==> src/rtl/adcseq_pkg.sv <==
package adcseq_pkg;

    localparam int CTRL_BITS  = 8;
    localparam int RES_BITS   = 12;
    localparam int RES8_BITS  = 8;
    localparam int POS_W      = 5;
    localparam int LEFT_W     = 4;
    // rise index (0-based) at which busy is examined; result bits follow
    localparam int BUSY_POS   = 8;
    localparam int FRAME_LONG = 16;
    localparam int FRAME_SHORT = 15;

    typedef struct packed {
        logic [2:0] chan;
        logic       mode8;
        logic       dfr;
        logic [1:0] pd;
    } cmd_t;

    typedef enum logic [1:0] {
        ST_IDLE = 2'd0,
        ST_RUN  = 2'd1,
        ST_STOP = 2'd2
    } seq_st_t;

    function automatic logic [CTRL_BITS-1:0] ctrl_word(cmd_t c);
        return {1'b1, c.chan, c.mode8, c.dfr, c.pd};
    endfunction

    function automatic logic [POS_W-1:0] frame_last(logic short_frame);
        return short_frame ? POS_W'(FRAME_SHORT - 1) : POS_W'(FRAME_LONG - 1);
    endfunction

endpackage

==> src/rtl/adcseq_clkgen.sv <==
module adcseq_clkgen #(
    parameter int DIV_W = 8
) (
    input  logic             clk,
    input  logic             rst,
    input  logic             run,
    input  logic [DIV_W-1:0] div,
    output logic             dclk,
    output logic             rise,
    output logic             fall
);
    logic [DIV_W-1:0] cnt;
    logic [DIV_W-1:0] lim;
    logic             hit;

    assign lim  = (div == '0) ? '0 : div - DIV_W'(1);
    assign hit  = run && (cnt == lim);
    assign rise = hit && !dclk;
    assign fall = hit && dclk;

    always_ff @(posedge clk) begin
        if (rst || !run) begin
            cnt  <= '0;
            dclk <= 1'b0;
        end else if (hit) begin
            cnt  <= '0;
            dclk <= ~dclk;
        end else begin
            cnt  <= cnt + DIV_W'(1);
        end
    end
endmodule

==> src/rtl/adcseq_frame.sv <==
module adcseq_frame
    import adcseq_pkg::*;
(
    input  logic       clk,
    input  logic       rst,
    input  logic       rise,
    input  logic       fall,
    input  logic       dclk,
    input  logic       cmd_valid,
    input  cmd_t       cmd,
    input  logic       frame15,
    input  logic       adc_busy,
    input  logic       cap_done_after,
    output logic       run,
    output logic       cs_n,
    output logic       din,
    output logic       cmd_ready,
    output logic       arm,
    output logic [2:0] arm_chan,
    output logic       arm_mode8
);
    seq_st_t              state;
    logic [POS_W-1:0]     pos;
    logic [POS_W-1:0]     len_last;
    cmd_t                 cur;
    logic                 has_cmd;
    logic [CTRL_BITS-1:0] cbyte;
    logic                 frame_end;
    logic                 accept;
    logic                 next_bit;

    assign cbyte     = ctrl_word(cur);
    assign frame_end = (state == ST_RUN) && rise && (pos == len_last);
    assign cmd_ready = (state == ST_IDLE) || frame_end;
    assign accept    = cmd_valid && cmd_ready;
    assign run       = (state != ST_IDLE);
    assign cs_n      = (state == ST_IDLE);
    assign arm       = (state == ST_RUN) && rise && has_cmd &&
                       (pos == POS_W'(BUSY_POS)) && adc_busy;
    assign arm_chan  = cur.chan;
    assign arm_mode8 = cur.mode8;
    // pos already points at the next rise when the fall arrives
    assign next_bit  = has_cmd && (pos < POS_W'(CTRL_BITS)) &&
                       cbyte[3'(3'd7 - pos[2:0])];

    always_ff @(posedge clk) begin
        if (rst) begin
            state    <= ST_IDLE;
            pos      <= '0;
            len_last <= frame_last(1'b0);
            cur      <= '0;
            has_cmd  <= 1'b0;
            din      <= 1'b0;
        end else begin
            case (state)
                ST_IDLE: begin
                    if (accept) begin
                        state    <= ST_RUN;
                        cur      <= cmd;
                        has_cmd  <= 1'b1;
                        len_last <= frame_last(frame15);
                        pos      <= '0;
                        din      <= 1'b1;
                    end else begin
                        din      <= 1'b0;
                    end
                end
                ST_RUN: begin
                    if (rise) begin
                        if (frame_end) begin
                            pos <= '0;
                            if (accept) begin
                                cur      <= cmd;
                                has_cmd  <= 1'b1;
                                len_last <= frame_last(frame15);
                            end else begin
                                has_cmd  <= 1'b0;
                            end
                        end else begin
                            pos <= pos + POS_W'(1);
                        end
                        if (!has_cmd && cap_done_after)
                            state <= ST_STOP;
                    end
                    if (fall)
                        din <= next_bit;
                end
                ST_STOP: begin
                    if (fall) begin
                        state <= ST_IDLE;
                        din   <= 1'b0;
                    end
                end
                default: state <= ST_IDLE;
            endcase
        end
    end

    // data-in only moves while the serial clock sits low
    p_din_low_r3: assert property (@(posedge clk) disable iff (rst)
        !$stable(din) |-> !dclk);

    // no serial clock activity with chip select released
    p_cs_clk_idle_r10: assert property (@(posedge clk) disable iff (rst)
        cs_n |-> !dclk);

    // frame position never passes the latched frame length
    p_pos_bound_r4: assert property (@(posedge clk) disable iff (rst)
        pos <= len_last);
endmodule

==> src/rtl/adcseq_capture.sv <==
module adcseq_capture
    import adcseq_pkg::*;
(
    input  logic                clk,
    input  logic                rst,
    input  logic                rise,
    input  logic                arm,
    input  logic [2:0]          arm_chan,
    input  logic                arm_mode8,
    input  logic                adc_dout,
    output logic                cap_done_after,
    output logic                res_valid,
    output logic [RES_BITS-1:0] res_data,
    output logic [2:0]          res_chan,
    output logic                res_mode8
);
    logic [LEFT_W-1:0]   left;
    logic [RES_BITS-2:0] sh;
    logic [2:0]          ctx_chan;
    logic                ctx_mode8;

    assign cap_done_after = (left <= LEFT_W'(1));

    always_ff @(posedge clk) begin
        if (rst) begin
            left      <= '0;
            sh        <= '0;
            ctx_chan  <= '0;
            ctx_mode8 <= 1'b0;
            res_valid <= 1'b0;
            res_data  <= '0;
            res_chan  <= '0;
            res_mode8 <= 1'b0;
        end else begin
            res_valid <= 1'b0;
            if (rise) begin
                if (left != '0) begin
                    sh   <= {sh[RES_BITS-3:0], adc_dout};
                    left <= left - LEFT_W'(1);
                    if (left == LEFT_W'(1)) begin
                        res_valid <= 1'b1;
                        res_chan  <= ctx_chan;
                        res_mode8 <= ctx_mode8;
                        res_data  <= ctx_mode8 ?
                            {{(RES_BITS-RES8_BITS){1'b0}}, sh[RES8_BITS-2:0], adc_dout} :
                            {sh, adc_dout};
                    end
                end
                if (arm) begin
                    left      <= arm_mode8 ? LEFT_W'(RES8_BITS) : LEFT_W'(RES_BITS);
                    ctx_chan  <= arm_chan;
                    ctx_mode8 <= arm_mode8;
                end
            end
        end
    end

    // a new capture never starts over one still in flight
    p_arm_free_r6: assert property (@(posedge clk) disable iff (rst)
        arm |-> (left == '0));

    // the result strobe lasts a single cycle
    p_strobe_single_r8: assert property (@(posedge clk) disable iff (rst)
        res_valid |=> !res_valid);

    // short results carry zeros in the upper nibble
    p_zero_ext_r7: assert property (@(posedge clk) disable iff (rst)
        (res_valid && res_mode8) |-> (res_data[RES_BITS-1:RES8_BITS] == '0));
endmodule

==> src/rtl/adc_stream_seq.sv <==
module adc_stream_seq
    import adcseq_pkg::*;
#(
    parameter int DIV_W = 8
) (
    input  logic             clk,
    input  logic             rst,
    input  logic [DIV_W-1:0] div_i,
    input  logic             frame15_i,
    input  logic             cmd_valid_i,
    output logic             cmd_ready_o,
    input  logic [2:0]       cmd_chan_i,
    input  logic             cmd_mode8_i,
    input  logic             cmd_dfr_i,
    input  logic [1:0]       cmd_pd_i,
    output logic             adc_cs_n_o,
    output logic             adc_dclk_o,
    output logic             adc_din_o,
    input  logic             adc_busy_i,
    input  logic             adc_dout_i,
    output logic             res_valid_o,
    output logic [11:0]      res_data_o,
    output logic [2:0]       res_chan_o,
    output logic             res_mode8_o
);
    cmd_t       cmd;
    logic       run, rise, fall, dclk;
    logic       arm, arm_mode8, cap_done_after;
    logic [2:0] arm_chan;

    assign cmd = '{chan: cmd_chan_i, mode8: cmd_mode8_i, dfr: cmd_dfr_i, pd: cmd_pd_i};
    assign adc_dclk_o = dclk;

    adcseq_clkgen #(.DIV_W(DIV_W)) u_clk (
        .clk(clk), .rst(rst), .run(run), .div(div_i),
        .dclk(dclk), .rise(rise), .fall(fall)
    );

    adcseq_frame u_frame (
        .clk(clk), .rst(rst), .rise(rise), .fall(fall), .dclk(dclk),
        .cmd_valid(cmd_valid_i), .cmd(cmd), .frame15(frame15_i),
        .adc_busy(adc_busy_i), .cap_done_after(cap_done_after),
        .run(run), .cs_n(adc_cs_n_o), .din(adc_din_o), .cmd_ready(cmd_ready_o),
        .arm(arm), .arm_chan(arm_chan), .arm_mode8(arm_mode8)
    );

    adcseq_capture u_cap (
        .clk(clk), .rst(rst), .rise(rise), .arm(arm),
        .arm_chan(arm_chan), .arm_mode8(arm_mode8), .adc_dout(adc_dout_i),
        .cap_done_after(cap_done_after), .res_valid(res_valid_o),
        .res_data(res_data_o), .res_chan(res_chan_o), .res_mode8(res_mode8_o)
    );
endmodule

==> config.mk <==
export PLATFORM = sky130hd
export DESIGN_NAME = adc_stream_seq
export DESIGN_NICKNAME = d
export VERILOG_FILES = /design/src/rtl/adcseq_pkg.sv /design/src/rtl/adcseq_clkgen.sv /design/src/rtl/adcseq_frame.sv /design/src/rtl/adcseq_capture.sv /design/src/rtl/adc_stream_seq.sv
export SDC_FILE = /design/constraint.sdc
export NUM_CORES = 1
export LEC_CHECK = 0
export CORE_MARGIN = 3
export CORE_UTILIZATION = 55
export CTS_CLUSTER_DIAMETER = 50
export DETAILED_ROUTE_END_ITERATION = 7
export PLACE_DENSITY = 0.79
export SLEW_MARGIN = 20
export SYNTH_ARGS = -nofsm -noshare
export SYNTH_HDL_FRONTEND = slang
export SYNTH_SLANG_ARGS = --single-unit
==> constraint.sdc <==
create_clock -name clk -period 4 [get_ports clk]
set_input_delay 0.8 -clock clk [delete_from_list [all_inputs] [get_ports clk]]
set_output_delay 0.8 -clock clk [all_outputs]
set_load 0.05 [all_outputs]
Word level (Yosys, flattened, before mapping)
Index checks and enable logic that the tools add are counted.

word-level totals
  output and inout bits = 21
  logic and storage cells = 111
  register bits = 66
  bits of input ports = 21

operators by class
  multiplexer cells = 34
  magnitude comparators = 3
  bitwise gates (word level) = 3
  reductions and logical operators = 35
  $add $sub $neg = 5
  equal/unequal tests = 12

operator list
  kind                                                 number
  two-way mux 5 bit                                    6
  two-way mux 7 bit                                    3
  one-hot mux 5 bit (2 select lines)                   2
  one-hot mux 7 bit (2 select lines)                   1
  logical AND 1 bit                                    12
  two-way mux 12 bit                                   1
  AND reduction 3 bit                                  4
  two-way mux 1 bit                                    9
  adder 8 x 1 -> 8 bit, second input constant          1
  equality test 8 bit                                  1
  logical NOT 8 bit                                    1
  two-way mux 2 bit                                    4
  two-way mux 4 bit                                    2
  two-way mux 8 bit                                    1
  AND reduction 4 bit                                  2
  subtractor 8 x 1 -> 8 bit, second input constant     1
  != test 2 x 1 -> 1 bit, second input constant        3
  != test 2 bit, second input constant                 3
  one-hot mux 2 bit (3 select lines)                   1
  AND reduction 2 bit                                  3
  nonzero test 2 bit                                   3
  adder 5 x 1 -> 5 bit, second input constant          1
  equality test 5 x 4 -> 1 bit, second input constant  1
  equality test 5 bit                                  1
  20 further kinds                                     25

Depth between registers and ports, before layout
  word-level depth = 13
  depth in mapped cells = 11
  gate-level depth less buffers = 9

Cells and area by module
Synthesis repeated with hierarchy kept, for this count alone.

unflattened totals
  cell total of the unflattened synthesis = 359
  area, all modules = 3314.4 um^2

by module, submodules not included
  module          area an instance (um^2)  cells each  sequential area each (um^2)  instances
  adcseq_capture  1476.4                   151         720.7                        1
  adcseq_frame    1063.5                   110         340.3                        1
  adcseq_clkgen   774.5                    98          180.2                        1

Worst setup path after synthesis
OpenSTA, ideal clock, no wires.

  path kind = in2out
  start point = in div_i[0]
  end point = out cmd_ready_o
  required time = 3200 ps
  path buffers = 0
  path slack = 56 ps
  cell stages on the path = 8
  arrival time = 3144 ps
  cell sequence = inv_1 > ha_1 > nor3b_2 > nand2_1 > a311o_1 > or4_1 > or4_4 > nand2b_1

on the way
  cells in the longest elaborated chain, start to end = 8
  elaborated cells between the ends (all ways) = 9
  classes of those cells = 1 x add/sub; 1 x eq/ne; 1 x mux; 6 x reduce/logical

ends and longest elaborated chain
  element                                                                RTL line              RTL
  start: declaration                                                     adc_stream_seq.sv:8   input logic [DIV_W-1:0] div_i,
  subtractor 8 x 1 -> 8 bit / logical NOT 8 bit (equally long branches)  adcseq_clkgen.sv:16   assign lim = (div == '0) ? '0 : div - DIV_W'(1);
  two-way mux 8 bit (*)                                                  adcseq_clkgen.sv:16
  equality test 8 bit (*)                                                adcseq_clkgen.sv:17   assign hit = run && (cnt == lim);
  logical AND 1 bit (*)                                                  adcseq_clkgen.sv:17
  logical AND 1 bit (*)                                                  adcseq_clkgen.sv:18   assign rise = hit && !dclk;
  logical AND 1 bit (*) (2 in a row)                                     adcseq_frame.sv:33    assign frame_end = (state == ST_RUN) && rise && (pos == len_last);
  logical OR 1 bit (*)                                                   adcseq_frame.sv:34    assign cmd_ready = (state == ST_IDLE) || frame_end;
  end: declaration                                                       adc_stream_seq.sv:11  output logic cmd_ready_o,

Every way passes the cells marked *; elsewhere a longest branch is shown, timed or not.

Worst setup path in the final report
  start point = in div_i[7]
  end point = out cmd_ready_o

The elaborated chain is that of the path after synthesis.

==> results.md <==
- Status: finished clean
- Nets: 490
- Vias in the first global route: 3004
- Starting Density: 0.5886
- Drt total wl: 7.954 mm
- Final worst setup slack: 0.1112 ns
- Worst-Margin Slew: 1.016 ns
- XOR/XNOR Fraction of Synth Area: 0.02867
- Mux share of post-synthesis cell area: 0.06404
- Detail Route Antenna Nets: 0
- WL per Instance: 14.81 µm
- Cell Rows: 27
- Seq/Total Area, Yosys: 0.3693
- Synth top cells by count: 62 x dfxtp_1, 29 x a21oi_1, 29 x nor2_1
- RR Startpoint: u_frame.state[1]
- Clock Skew: 0.007640 ns
- VDD IR-drop max: 0.2578 mV
- Seq. cell area: 0.001241 mm²
- M1 GR Usage: 0.3058
- Slowest cell on crit path: or4_4
- Simple logic cell fraction of the synthesized area: 0.2640
- R2R cell count: 10
- Die area: 0.007085 mm²
- Most Crowded Layer GR: met2
- Top delay family on crit path: simple AND/OR/NAND/NOR gates
- Ys flop type: dfxtp_1
- CTS clock-pin slew for the worst setup and hold paths: 0.07 ns
- Critical Path, Cell by Cell: clkdlybuf4s15_2, or4_4, nor4b_4, nor3_2, or4_4, or4_4, nand2b_4, buf_12
- Crit end category: output port
- Area occupied by multi-input gates: 0.001992 mm²
- Gr usage total: 0.2325
- DR vias/cell: 5.901
- Setup Viol. Count Final: 0
- Post-Synthesis Cells: 395
- Worst hold path class: reg -> reg
- # diodes: 0
- Post-synth EDFFs: 0
- Worst skew pair latency: 0.34 ns
- CP bufs+invs: 2
- Longest Clk Path Bufs: 2
- Yosys cell types: 61
- Compound-cell area share of the yosys netlist: 0.1873
- Yosys reg bits: 62
- Final Cycle Share: 0.9722
- Antenna violations before repair: 0
- Hold Crit Endpoint: u_cap.res_data[8]
- Syn_nets: 425
- Top cell type by total area after synthesis: dfxtp_1
- Flop pwr share: 0.459
- Initial DRC Count: 212
- Clk sink count: 62
- Top cell type's share of synthesized area: 0.3693
- Pre-antenna DRT Iters: 4
- Synth Area in Adders: 0.03351
- Clk network pwr share: 0.409
- Crit Path Class: in -> out
- Tmin final: 3.889 ns
- P per Cell Area: 321.7 mW/mm²
- Max incr delay on CP: 0.55 ns
- Internal power: 1033 µW
- Post-Layout Cell Count: 537
- TritonCTS clock tree: done
- Max-Cap Viols: 0
- Worst slew margin: 0.3230
- Largest family of logic cells by synthesized area: simple AND/OR/NAND/NOR gates
- Detailed placement HPWL: 5.603 mm
- Placed cell count: 519
- Psw: 353.6 µW
- Fill cells: 436
- Core area: 0.005709 mm²
- Drc violations: 0
- Yosys warns: 0
- H-tree depth: 3
- GRT overflow: 0
- DP Worst Slack: -0.3038 ns
- Largest net degree at the start of global routing: 65
- RSZ-0062 raised after global routing: no
- I/O Pins: 42
- Mean post-synth cell area: 8.508 µm²
- Leak: 0.001543 µW
- Comb power frac: 0.132
- Async SR Flop Fraction: 0
- Die height: 84.17 µm
- Synth-to-Final Area Change: 28.30%
- DR vias: 3169
- Top cells by area, synth: dfxtp_1 37%, mux2i_1 5.1%, a21oi_1 4.3%
- GR met2 Demand/Resource: 0.3752
- Worst Hold Launch: u_cap.res_data[8]
- Num CTS Buffers: 9
- CTS root buf: clkbuf_8
- Die X: 84.17 µm
- Placer Congestion: 0.8664
- Share of layout cells above drive strength 1: 0.1742
- Slew Viols, Final: 0
- First-pass GRT wire length: 13.72 mm
- Sw Ratio: 0.2549
- Worst EP arrival: 3.09 ns
- Required time worst endpoint: 3.20 ns
- Grt met3 use: 0.05692
- Final Hold Fails: 0
- Worst-path fanout max: 3
- CP Launch Type: input pin
- Mapped Area: 0.003361 mm²
- Count leader, synth: dfxtp_1
- Fmax: 257.2 MHz
- Worst R2R Setup Slack: 1.02 ns
- IO Port Bufs: 41
- Reg2reg end: u_frame.cbyte[0]
- Hold depth: 2
- Crit path top cell by count: or4_4
## cell type report
cell class                      instances  area share
Clock inverter                          5     0.01335
Timing Repair Buffer                   81      0.1660
Sequential cell                        62      0.2879
Clock buffer                           11     0.03511
Multi-Input combinational cell        289      0.4620
Inverter                               17     0.01480
Tap cell                               72     0.02089
## flip-flops by register name (all words and copies together) (netlist names), 2 cells and up
register	cells
u_cap.ctx_chan	3
u_cap.res_data	12
u_frame.arm_chan	3
u_cap.sh	11
u_clk.cnt	8
u_frame.cbyte	3
u_frame.pos	5
u_cap.left	4
u_cap.res_chan	3
u_frame.state	2
## placed cells by master, fill, tap and decap left out, types with 19 or more instances in the layout
master           count
dfxtp_1             62
buf_4               39
clkdlybuf4s50_1     31
nor2_1              29
a21oi_1             28
nand2b_1            21
o21ai_0             19
nand3_1             19
## layer usage
metal	routed length (µm)	share of wire
met1	3677	0.46
met3	345	0.043
met2	3811	0.48
met4	121	0.015
met5	0	0
## stage by stage
step,instance area [µm²],total power (µW),util,TNS [ns],hold slack (ns)
6_report,4312,1387,0.7552,0,0.4730
5_1_grt,4312,1442,0.7552,0,0.4999
4_1_cts,4314,1395,0.7556,0,0.4725
3_5_place_dp,4055,829.1,0.7103,-1.360,0.4648
3_3_place_gp,4055,824.7,0.7103,-0.7535,0.4554
2_1_floorplan,3361,757.9,-,0,0.4446
## power by group through the flow
stage	logic (µW)	registers (µW)	clock network (µW)
floorplan	104	654	0
global placement	174	650	0
detailed placement	178	651	0
CTS	182	637	576
global route	200	638	604
finish	183	637	567
## worst reg2reg max path, delay by kind of cell, from the launching register on
| kind | cells | cell delay [ns] |
|---|---|---|
| AO/OA/AOI/OAI | 1 | 0.17 |
| adder cells (fa/ha/maj) | 1 | 0.40 |
| buffers and inverters | 3 | 0.48 |
| flip-flops | 1 | 0.33 |
| multiplexers | 1 | 0.20 |
| AND/OR/NAND/NOR | 4 | 1.33 |
## cell families after synthesis
group                    Yosys count
AO/OA/AOI/OAI                     94
XOR/XNOR                          11
adder cells (fa/ha/maj)            9
buffers and inverters             44
flip-flops                        62
multiplexers                      20
AND/OR/NAND/NOR                  155
## worst max path at each step
| stage | from | endpoint | slack [ns] | depth (start not counted) |
|---|---|---|---|---|
| 2_1_floorplan | div_i[0] | cmd_ready_o | 0.06 | 8 |
| 3_3_place_gp | div_i[1] | cmd_ready_o | -0.25 | 10 |
| 3_5_place_dp | div_i[0] | cmd_ready_o | -0.30 | 10 |
| 4_1_cts | div_i[7] | cmd_ready_o | 0.004 | 8 |
| 5_1_grt | div_i[5] | cmd_ready_o | 0.03 | 8 |
| 6_report | div_i[7] | cmd_ready_o | 0.11 | 8 |
## timing repair
item | CTS | global route
setup endpoints to repair | 1 | 1
hold buffers | 0 | 0
pin swaps | 10 | 8
buffers inserted | 1 | 1
resized for setup | 23 | 2
Power figures use the tool's default switching activity.
